### config.mk
export PLATFORM = sky130hd
export DESIGN_NAME = uart_tx_buffered
export DESIGN_NICKNAME = d
export VERILOG_FILES = /design/src/rtl/utx_pkg.sv /design/src/rtl/utx_fifo.sv /design/src/rtl/utx_ser.sv /design/src/rtl/utx_irq.sv /design/src/rtl/uart_tx_buffered.sv
export SDC_FILE = /design/constraint.sdc
export NUM_CORES = 1
export LEC_CHECK = 0
export BUFFER_PORTS_ARGS = -buffer_cell sky130_fd_sc_hd__buf_2
export CAP_MARGIN = 20
export CORE_MARGIN = 4
export CORE_UTILIZATION = 45
export DETAILED_ROUTE_END_ITERATION = 8
export GPL_TIMING_DRIVEN = 1
export RECOVER_POWER = 50
export SETUP_SLACK_MARGIN = 0.1
export SLEW_MARGIN = 10
export SYNTH_ARGS = -nofsm -noshare
export SYNTH_HDL_FRONTEND = slang
export SYNTH_SLANG_ARGS = --single-unit
### constraint.sdc
create_clock -name clk -period 2.7 [get_ports clk]
set_input_delay 0.54 -clock clk [delete_from_list [all_inputs] [get_ports clk]]
set_output_delay 0.54 -clock clk [all_outputs]
set_load 0.05 [all_outputs]
### src/rtl/utx_pkg.sv
package utx_pkg;
    typedef enum logic [1:0] {TX_IDLE, TX_START, TX_DATA, TX_STOP} tx_state_t;
    localparam logic [2:0] OFS_THR = 3'd0;
    localparam logic [2:0] OFS_IIR = 3'd2;
    localparam logic [2:0] OFS_LSR = 3'd5;
    localparam logic [7:0] IIR_NONE = 8'h01;
    localparam logic [7:0] IIR_THRE = 8'h02;
    localparam logic [7:0] IIR_LINE = 8'h06;
endpackage

### src/rtl/utx_fifo.sv
module utx_fifo #(
    parameter int W     = 8,
    parameter int DEPTH = 16
) (
    input  logic         clk,
    input  logic         rst_n,
    input  logic         push,
    input  logic [W-1:0] wdata,
    input  logic         pop,
    output logic [W-1:0] rdata,
    output logic         empty,
    output logic         going_empty,
    output logic         drop_seen
);
    localparam int AW = $clog2(DEPTH);

    logic [W-1:0] mem [DEPTH];
    logic [AW-1:0] wp, rp;
    logic [AW:0]   count;
    logic          full, push_ok, pop_ok;

    assign full        = (count == (AW+1)'(DEPTH));
    assign empty       = (count == '0);
    assign push_ok     = push && !full;
    assign pop_ok      = pop && !empty;
    assign going_empty = pop_ok && !push_ok && (count == (AW+1)'(1));
    assign rdata       = mem[rp];

    always_ff @(posedge clk) begin
        if (push_ok) mem[wp] <= wdata;
    end

    always_ff @(posedge clk or negedge rst_n) begin
        if (!rst_n) begin
            wp        <= '0;
            rp        <= '0;
            count     <= '0;
            drop_seen <= 1'b0;
        end else begin
            if (push_ok) wp <= (wp == AW'(DEPTH-1)) ? '0 : wp + 1'b1;
            if (pop_ok)  rp <= (rp == AW'(DEPTH-1)) ? '0 : rp + 1'b1;
            count <= count + (AW+1)'(push_ok) - (AW+1)'(pop_ok);
            if (push && full) drop_seen <= 1'b1;
        end
    end

    assert_drop_on_full_R3: assert property (@(posedge clk) disable iff (!rst_n)
        (push && full) |=> (drop_seen && $stable(wp)));
    assert_count_bound_R3: assert property (@(posedge clk) disable iff (!rst_n)
        (full && push && !pop) |=> full);
endmodule

### src/rtl/utx_ser.sv
module utx_ser
    import utx_pkg::*;
#(
    parameter int BIT_CLKS = 8
) (
    input  logic       clk,
    input  logic       rst_n,
    input  logic       fifo_empty,
    input  logic [7:0] fifo_data,
    output logic       pop,
    output logic       txd,
    output logic       busy
);
    localparam int CW = (BIT_CLKS > 1) ? $clog2(BIT_CLKS) : 1;

    tx_state_t state, nxt;
    logic [CW-1:0] cnt;
    logic [2:0]    bit_idx;
    logic [7:0]    shreg;
    logic          last_tick;

    assign last_tick = (cnt == CW'(BIT_CLKS-1));

    always_comb begin
        nxt = state;
        unique case (state)
            TX_IDLE:  if (!fifo_empty) nxt = TX_START;
            TX_START: if (last_tick) nxt = TX_DATA;
            TX_DATA:  if (last_tick && bit_idx == 3'd7) nxt = TX_STOP;
            TX_STOP:  if (last_tick) nxt = TX_IDLE;
        endcase
    end

    always_ff @(posedge clk or negedge rst_n) begin
        if (!rst_n) begin
            state   <= TX_IDLE;
            cnt     <= '0;
            bit_idx <= '0;
            shreg   <= '0;
        end else begin
            state <= nxt;
            cnt   <= (state == TX_IDLE || last_tick) ? '0 : cnt + 1'b1;
            if (state == TX_IDLE && !fifo_empty) shreg <= fifo_data;
            if (state == TX_START) bit_idx <= '0;
            if (state == TX_DATA && last_tick) begin
                shreg   <= {1'b0, shreg[7:1]};
                bit_idx <= bit_idx + 1'b1;
            end
        end
    end

    always_comb begin
        pop  = 1'b0;
        txd  = 1'b1;
        busy = 1'b1;
        unique case (state)
            TX_IDLE:  begin pop = !fifo_empty; busy = 1'b0; end
            TX_START: txd = 1'b0;
            TX_DATA:  txd = shreg[0];
            TX_STOP:  txd = 1'b1;
        endcase
    end
endmodule

### src/rtl/utx_irq.sv
module utx_irq
    import utx_pkg::*;
(
    input  logic       clk,
    input  logic       rst_n,
    input  logic       going_empty,
    input  logic       thr_wr,
    input  logic       iir_rd,
    input  logic       line_irq,
    input  logic       fifo_empty,
    output logic [7:0] iir,
    output logic       irq
);
    logic pend, rd_clr;

    assign rd_clr = iir_rd && !line_irq && pend;

    always_ff @(posedge clk or negedge rst_n) begin
        if (!rst_n)                 pend <= 1'b0;
        else if (going_empty)       pend <= 1'b1;
        else if (thr_wr || rd_clr)  pend <= 1'b0;
    end

    always_comb begin
        if (line_irq)  iir = IIR_LINE;
        else if (pend) iir = IIR_THRE;
        else           iir = IIR_NONE;
        irq = line_irq || pend;
    end

    assert_rise_when_empty_R5: assert property (@(posedge clk) disable iff (!rst_n)
        $rose(pend) |-> fifo_empty);
    assert_clear_cause_R6_R7: assert property (@(posedge clk) disable iff (!rst_n)
        $fell(pend) |-> ($past(thr_wr) || ($past(iir_rd) && !$past(line_irq))));
    assert_line_keeps_pend_R7: assert property (@(posedge clk) disable iff (!rst_n)
        (pend && line_irq && !thr_wr) |=> pend);
endmodule

### src/rtl/uart_tx_buffered.sv
module uart_tx_buffered
    import utx_pkg::*;
#(
    parameter int DEPTH    = 16,
    parameter int BIT_CLKS = 8
) (
    input  logic       clk,
    input  logic       rst_n,
    input  logic [2:0] reg_addr,
    input  logic       reg_wr,
    input  logic       reg_rd,
    input  logic [7:0] reg_wdata,
    output logic [7:0] reg_rdata,
    input  logic       line_irq,
    output logic       txd,
    output logic       irq,
    output logic       drop_seen
);
    logic       thr_wr, iir_rd, pop, fifo_empty, going_empty, ser_busy;
    logic [7:0] fifo_data, iir;

    assign thr_wr = reg_wr && (reg_addr == OFS_THR);
    assign iir_rd = reg_rd && (reg_addr == OFS_IIR);

    utx_fifo #(.W(8), .DEPTH(DEPTH)) u_fifo (
        .clk(clk), .rst_n(rst_n), .push(thr_wr), .wdata(reg_wdata),
        .pop(pop), .rdata(fifo_data), .empty(fifo_empty),
        .going_empty(going_empty), .drop_seen(drop_seen)
    );

    utx_ser #(.BIT_CLKS(BIT_CLKS)) u_ser (
        .clk(clk), .rst_n(rst_n), .fifo_empty(fifo_empty), .fifo_data(fifo_data),
        .pop(pop), .txd(txd), .busy(ser_busy)
    );

    utx_irq u_irq (
        .clk(clk), .rst_n(rst_n), .going_empty(going_empty), .thr_wr(thr_wr),
        .iir_rd(iir_rd), .line_irq(line_irq), .fifo_empty(fifo_empty),
        .iir(iir), .irq(irq)
    );

    always_comb begin
        unique case (reg_addr)
            OFS_IIR: reg_rdata = iir;
            OFS_LSR: reg_rdata = {1'b0, fifo_empty && !ser_busy, fifo_empty, 5'b0};
            default: reg_rdata = 8'h00;
        endcase
    end

    assert_start_from_queue_R9: assert property (@(posedge clk) disable iff (!rst_n)
        $rose(ser_busy) |-> $past(!fifo_empty));
    assert_idle_line_high_R9: assert property (@(posedge clk) disable iff (!rst_n)
        !ser_busy |-> txd);
endmodule

### Word-level counts from Yosys, hierarchy flattened

Memory sizes are Yosys's and may differ from the RTL's.
Cells that the tools add are included.

| word-level totals | value |
|---|---|
| memories kept | 1 |
| RAM bits | 128 |
| output and inout port bits | 11 |
| register bits | 31 |
| bits in latches | 0 |
| memory bits (read-only) | 0 |

Memories:

| memory | words | width | rd ports | clocked after memory_dff | wr ports | RTL line | RTL |
|---|---|---|---|---|---|---|---|
| u_fifo.mem | 16 | 8 | 1 | 0 | 1 | utx_fifo.sv:17 | `logic [W-1:0] mem [DEPTH];` |

| operators by class | value |
|---|---|
| shift-type cells | 0 |
| add/subtract/negate cells | 6 |
| bitwise logic cells | 0 |
| div/mod/pow operators | 0 |
| reductions and logical operators | 27 |
| order comparisons | 0 |
| multiply operators | 0 |
| equal/unequal tests | 15 |
| multiplexer cells | 21 |

Operators by type and width:

| operator | count |
|---|---|
| 8-bit 2-to-1 mux | 3 |
| 8-bit one-hot mux with 2 select lines | 1 |
| 1-bit logical AND | 13 |
| 2-bit 2-to-1 mux | 5 |
| 3-bit equality test, second input constant | 3 |
| 3-bit 2-to-1 mux | 3 |
| 4-bit by 1-bit adder with 4-bit output, second input constant | 2 |
| 4-bit equality test, second input constant | 2 |
| 4-bit 2-to-1 mux | 2 |
| 2-bit one-hot mux with 4 select lines | 1 |
| 3-bit by 1-bit adder with 3-bit output, second input constant | 2 |
| 2-bit by 1-bit inequality test with 1-bit output, second input constant | 3 |
| 2-bit nonzero test | 3 |
| 5-bit by 1-bit adder with 5-bit output | 1 |
| 5-bit by 1-bit equality test with 1-bit output, second input constant | 1 |
| 5-bit equality test, second input constant | 1 |
| 5-bit logical NOT | 1 |
| 1-bit 2-to-1 mux | 5 |
| 5-bit by 1-bit subtractor with 5-bit output | 1 |
| 2-bit equality test, second input constant | 2 |
| 1-bit logical NOT | 4 |
| 4-bit AND reduction | 1 |
| 3-bit by 2-bit equality test with 1-bit output, second input constant | 1 |
| 3-bit logical NOT | 1 |
| 5 further kinds | 7 |

### Depth between registers and ports, before layout

| depth | value |
|---|---|
| depth after elaboration | 7 |
| depth in mapped cells | 15 |

### Modules after synthesis

A second synthesis with hierarchy kept.

| second synthesis, totals | value |
|---|---|
| cell total of the unflattened synthesis | 420 |
| area total of the unflattened synthesis | 6900.4 um^2 |

By module, submodules not included:

| module | area each (um^2) | cells an instance | instances |
|---|---|---|---|
| utx_fifo | 5830.6 | 316 | 1 |
| utx_ser | 858.3 | 77 | 1 |
| utx_irq | 108.9 | 14 | 1 |
| uart_tx_buffered | 102.6 | 13 | 1 |

### Worst setup path before layout

OpenSTA, ideal clock, no wires.

| timing path | value |
|---|---|
| path kind | register to register |
| from | register u_fifo.count[3] |
| to | register u_fifo.count[4] |
| cell stages (with the launch flop) | 16 |
| setup slack | 0.179 ns |
| path buffers | 1 |
| arrival time | 2.396 ns |
| clock period less this slack | 2.521 ns |
| cell sequence | dfrtp_1 > inv_1 > ha_1 > nor4b_2 > nor2b_2 > buf_2 > ha_1 > inv_1 > ha_1 > inv_1 > fa_1 > inv_1 > a21oi_1 > nor2_1 > nor2_1 > xnor2_1 |

| between the ends | value |
|---|---|
| longest elaborated chain between the ends | 5 |
| elaborated cells between the ends (all ways) | 9 |
| those cells by class | add/sub (2); eq/ne (1); mux (1); reduce/logical (5) |

Ends and longest elaborated chain:

| item | RTL line | RTL |
|---|---|---|
| start, declared | utx_fifo.sv:19 | `logic [AW:0] count;` |
| start signal, assigned | utx_fifo.sv:42 | `count <= count + (AW+1)'(push_ok) - (AW+1)'(pop_ok);` |
| 5-bit logical NOT * | utx_fifo.sv:23 | `assign empty = (count == '0);` |
| 1-bit logical NOT * | - |  |
| 1-bit 2-to-1 mux | utx_ser.sv:56 | `unique case (state)` |
| 1-bit logical AND * | utx_fifo.sv:25 | `assign pop_ok = pop && !empty;` |
| net u_fifo.pop_ok | utx_fifo.sv:20 | `logic full, push_ok, pop_ok;` |
| 5-bit by 1-bit subtractor with 5-bit output * | utx_fifo.sv:42 |  |

The timed path passes the listed nets; every way through them passes the cells marked *.
A chain may end at the register's enable or synchronous reset.

### Final worst setup path

| timing path | value |
|---|---|
| from | register u_fifo.count[2] |
| to | output reg_rdata[6] |

| between the ends | value |
|---|---|
| longest elaborated chain between the ends | 3 |

Ends and longest elaborated chain:

| item | RTL line | RTL |
|---|---|---|
| 5-bit logical NOT | utx_fifo.sv:23 |  |
| 1-bit logical AND | uart_tx_buffered.sv:45 | `OFS_LSR: reg_rdata = {1'b0, fifo_empty && !ser_busy, fifo_empty, 5'b0};` |
| 8-bit one-hot mux with 2 select lines | uart_tx_buffered.sv:43 | `unique case (reg_addr)` |
| end, declared | uart_tx_buffered.sv:13 | `output logic [7:0] reg_rdata,` |

No other way between the ends.

==> flow_results.xml <==
<?xml version="1.0" encoding="UTF-8"?>
<metrics>
  <group name="layout">
    <metric name="layout.cells.most_common" unit="">sky130_fd_sc_hd__edfxtp_1</metric>
    <metric name="antennaDiodeCount" unit="">0</metric>
    <metric name="most-common-layout-cells" unit="">128 x sky130_fd_sc_hd__edfxtp_1, 30 x sky130_fd_sc_hd__dfrtp_1, 22 x sky130_fd_sc_hd__mux4_2</metric>
    <metric name="area_growth" unit="%">14.3</metric>
    <metric name="finish.net_count" unit="">494</metric>
    <metric name="post_route_cells_drive_above_1_share" unit="">0.204</metric>
  </group>
  <group name="clock_network">
    <metric name="clock_tree.buffer_depth" unit="">2</metric>
    <metric name="htree_num_levels" unit="">4</metric>
    <metric name="clkSinkCount" unit="">159</metric>
    <metric name="clkSlewWorstSetupHoldPaths" unit="ns">0.06</metric>
    <metric name="tritoncts" unit="">yes</metric>
    <metric name="cts_inserted_buffers" unit="">17</metric>
    <metric name="insertion_delay" unit="ns">0.42</metric>
    <metric name="clock_tree.root_cell" unit="">sky130_fd_sc_hd__clkbuf_16</metric>
  </group>
  <group name="logic_synthesis">
    <metric name="yosys.area.top_type_share" unit="">0.567</metric>
    <metric name="synth_seq_area_share" unit="">0.681</metric>
    <metric name="synth.largest_area_cell" unit="">sky130_fd_sc_hd__edfxtp_1</metric>
    <metric name="synth_cells" unit="">416</metric>
    <metric name="synth_area_per_cell" unit="µm²">16.3</metric>
    <metric name="postSynth.topFlopCell" unit="">sky130_fd_sc_hd__edfxtp_1</metric>
    <metric name="yosys-top-cells-area" unit="">sky130_fd_sc_hd__edfxtp_1 57%, sky130_fd_sc_hd__dfrtp_1 11%, sky130_fd_sc_hd__mux4_2 7.3%</metric>
    <metric name="synth.yosys.warnings" unit="">0</metric>
    <metric name="synth_seq_cells" unit="">159</metric>
    <metric name="netlist-cell-type-count" unit="">54</metric>
    <metric name="post_synth_instance_area" unit="µm²">6780</metric>
    <metric name="synth-edff-count" unit="">128</metric>
    <metric name="asyncSetResetFlopFracSynth" unit="">0.195</metric>
  </group>
  <group name="placed_design">
    <metric name="io_buffer_count" unit="">23</metric>
    <metric name="gpl.final_weighted_congestion" unit="">0.805</metric>
    <metric name="dp.final_hpwl" unit="µm">8710</metric>
  </group>
  <group name="grt">
    <metric name="first_global_vias" unit="">3619</metric>
    <metric name="globalRouteTotalUtil" unit="">0.167</metric>
    <metric name="grt_max_degree" unit="">32</metric>
    <metric name="globalRouteOverflowTotal" unit="">0</metric>
    <metric name="grt_pass1_wl" unit="µm">20700</metric>
    <metric name="grt_antenna_before_repair" unit="">0</metric>
  </group>
  <group name="timing">
    <metric name="period_share" unit="">0.926</metric>
    <metric name="clock_skew" unit="ns">0.00995</metric>
    <metric name="worst-slew-pin-transition" unit="ns">1.76</metric>
    <metric name="final_hold_viol_count" unit="">0</metric>
    <metric name="grt_setup_unrepaired" unit="">no</metric>
    <metric name="timing.max_slew.rel_slack" unit="">-0.174</metric>
    <metric name="timing.final.max_slew_violations" unit="">32</metric>
    <metric name="final.min_clock_period" unit="ns">2.50</metric>
    <metric name="endpoints_failing_setup" unit="">0</metric>
    <metric name="max_freq" unit="MHz">400</metric>
    <metric name="setup_total_negative_slack" unit="ns">0</metric>
  </group>
  <group name="worst_setup_path">
    <metric name="worstReg2RegEnd" unit="">u_fifo.count[4]</metric>
    <metric name="timing.reg2reg.setup_slack" unit="ns">0.25</metric>
    <metric name="crit_arrival" unit="ns">1.96</metric>
    <metric name="r2r-start" unit="">u_fifo.count[2]</metric>
    <metric name="r2r_cells" unit="">14</metric>
    <metric name="worst_ep_required_time" unit="ns">2.16</metric>
    <metric name="critPathCaptureType" unit="">output pin</metric>
    <metric name="worst-path-max-fanout" unit="">2</metric>
    <metric name="cp-start-kind" unit="">flip-flop</metric>
    <metric name="path_class" unit="">reg2out</metric>
  </group>
  <group name="hold_path">
    <metric name="worst_hold_path.num_cells" unit="">1</metric>
    <metric name="min-delay-start" unit="">u_ser.cnt[0]</metric>
    <metric name="hold_end" unit="">u_ser.cnt[0]</metric>
    <metric name="worst_hold_path_type" unit="">reg2reg</metric>
  </group>
  <group name="run_status">
    <metric name="violations" unit="">max-capacitance violations, max-slew violations</metric>
    <metric name="status" unit="">finished, violations left</metric>
  </group>
  <group name="power_and_ir_drop">
    <metric name="clock_power_share" unit="">0.430</metric>
    <metric name="power.share.switching" unit="">0.236</metric>
    <metric name="power.internal" unit="W">0.00453</metric>
    <metric name="seq_power_share" unit="">0.480</metric>
    <metric name="power.leakage" unit="nW">2.91</metric>
    <metric name="totalPowerFinal" unit="W">0.00593</metric>
    <metric name="ir_drop" unit="mV">0.512</metric>
    <metric name="cellPowerDensity" unit="nW/µm²">766</metric>
    <metric name="p_sw" unit="W">0.00140</metric>
    <metric name="pwr-share-comb" unit="">0.090</metric>
  </group>
  <group name="die">
    <metric name="initial_core_util" unit="">0.463</metric>
    <metric name="std_cell_rows" unit="">44</metric>
    <metric name="floorplan.core_area" unit="µm²">14600</metric>
    <metric name="io_pins" unit="">27</metric>
    <metric name="design.die.area" unit="µm²">17100</metric>
    <metric name="floorplan.die.width" unit="µm">131</metric>
    <metric name="die_height" unit="µm">131</metric>
  </group>
  <group name="drt">
    <metric name="post_drt_wl_per_cell" unit="µm">20.1</metric>
    <metric name="routed_wl" unit="µm">13200</metric>
    <metric name="drt_drc_violations_left" unit="">0</metric>
    <metric name="dr.pass1.iters" unit="">4</metric>
    <metric name="first_iter_violations" unit="">259</metric>
    <metric name="antenna_violating_nets_post_route" unit="">0</metric>
    <metric name="drt_via_density" unit="">5.46</metric>
    <metric name="routed-via-count" unit="">3569</metric>
  </group>
  <group name="flow_run">
    <metric name="cap_violations" unit="">1</metric>
  </group>
</metrics>
per-stage QoR:
stage | std cells | area (µm²) | hold slack, ns | util | setup slack (ns)
floorplan | 418 | 6790 | 0.244 | - | 0.179
global placement | 621 | 7110 | 0.421 | 0.486 | 0.217
detailed placement | 621 | 7110 | 0.431 | 0.486 | 0.223
CTS | 653 | 7750 | 0.191 | 0.529 | 0.131
global route | 654 | 7750 | 0.457 | 0.529 | 0.0835
finish | 654 | 7750 | 0.435 | 0.529 | 0.201
area by class of cell:
class / count / area, µm²
fillers: 1208 / 6900
inverters: 17 / 63.8
clock buffers: 17 / 425
multi-input cells: 221 / 1960
well taps: 184 / 230
flip-flops and latches: 159 / 4620
clock inverters: 15 / 205
repair buffers: 41 / 241
critical path, cell delays in order (launching register included):
cell and delay, ns:
sky130_fd_sc_hd__dfrtp_1 0.38, sky130_fd_sc_hd__inv_1 0.08, sky130_fd_sc_hd__ha_1 0.17, sky130_fd_sc_hd__nor4b_4 0.24, sky130_fd_sc_hd__buf_4 0.17, sky130_fd_sc_hd__and4b_1 0.20
sky130_fd_sc_hd__and2_1 0.14, sky130_fd_sc_hd__buf_6 0.16
sequential cells by signal (all words and copies together) (netlist names):
name              count
u_ser.bit_idx         3
u_ser.shreg           8
u_fifo.rp             4
u_fifo.drop_seen      1
u_ser.state           2
u_fifo.wp             4
u_fifo.mem          128
u_ser.cnt             3
u_fifo.count          5
u_irq.pend            1
Yosys cell counts (6+ instances only):
library cell and number:
sky130_fd_sc_hd__edfxtp_1 128, sky130_fd_sc_hd__mux2i_1 18, sky130_fd_sc_hd__inv_1 15, sky130_fd_sc_hd__o21ai_1 6, sky130_fd_sc_hd__dfrtp_1 31, sky130_fd_sc_hd__and2_1 20
sky130_fd_sc_hd__mux4_2 22, sky130_fd_sc_hd__a31oi_1 6, sky130_fd_sc_hd__ha_1 20, sky130_fd_sc_hd__clkbuf_1 6, sky130_fd_sc_hd__nor2_1 10, sky130_fd_sc_hd__o22ai_1 6
sky130_fd_sc_hd__nor3_1 6, sky130_fd_sc_hd__nand2_1 20, sky130_fd_sc_hd__a22oi_1 6, sky130_fd_sc_hd__a21oi_1 14, sky130_fd_sc_hd__o21ai_0 10
layer usage:
| layer | routed length (µm) | share of wire | global-route usage |
|---|---|---|---|
| met1 | 5960 | 0.45 | 0.236 |
| met2 | 6330 | 0.48 | 0.253 |
| met3 | 700 | 0.053 | 0.0443 |
| met4 | 187 | 0.014 | 0.0551 |
| met5 | 0 | 0 | 0 |
power groups by stage:
stage                     clock network [W]  registers, W  logic, W
after floorplan                           0       0.00287  0.000355
after global placement                    0       0.00288  0.000512
after detailed placement                  0       0.00289  0.000515
after CTS                           0.00259       0.00284  0.000527
after global routing                0.00273       0.00286  0.000595
final                               0.00255       0.00285  0.000533
cell families after synthesis:
family	Yosys count	share of synthesized area
DFF	159	0.681
and+or+nand+nor	91	0.0829
AOI/OAI and AO/OA	57	0.0513
muxes	43	0.105
buffers and inverters	38	0.0317
adders and majority gates	21	0.0399
xor gates and xnor gates	6	0.00775
other	1	0.000553
how the worst max path moves through the flow:
stage / depth (start not counted) / to / from
after floorplan: 15 / u_fifo.count[4] / u_fifo.count[3]
after global placement: 12 / u_fifo.count[4] / reg_addr[1]
after detailed placement: 14 / u_fifo.count[4] / u_fifo.count[3]
after CTS: 7 / reg_rdata[6] / u_fifo.count[3]
after global routing: 14 / u_fifo.count[4] / u_fifo.count[2]
final: 7 / reg_rdata[6] / u_fifo.count[2]
what timing repair did:
action	in CTS	in global routing
endpoints found under the setup margin	1	2
hold buffers	0	0
setup buffers	0	1
hold endpoints to repair	0	0
cloned	0	0
gates resized for setup	2	3
No activity file was read; power rests on OpenSTA's default activity.
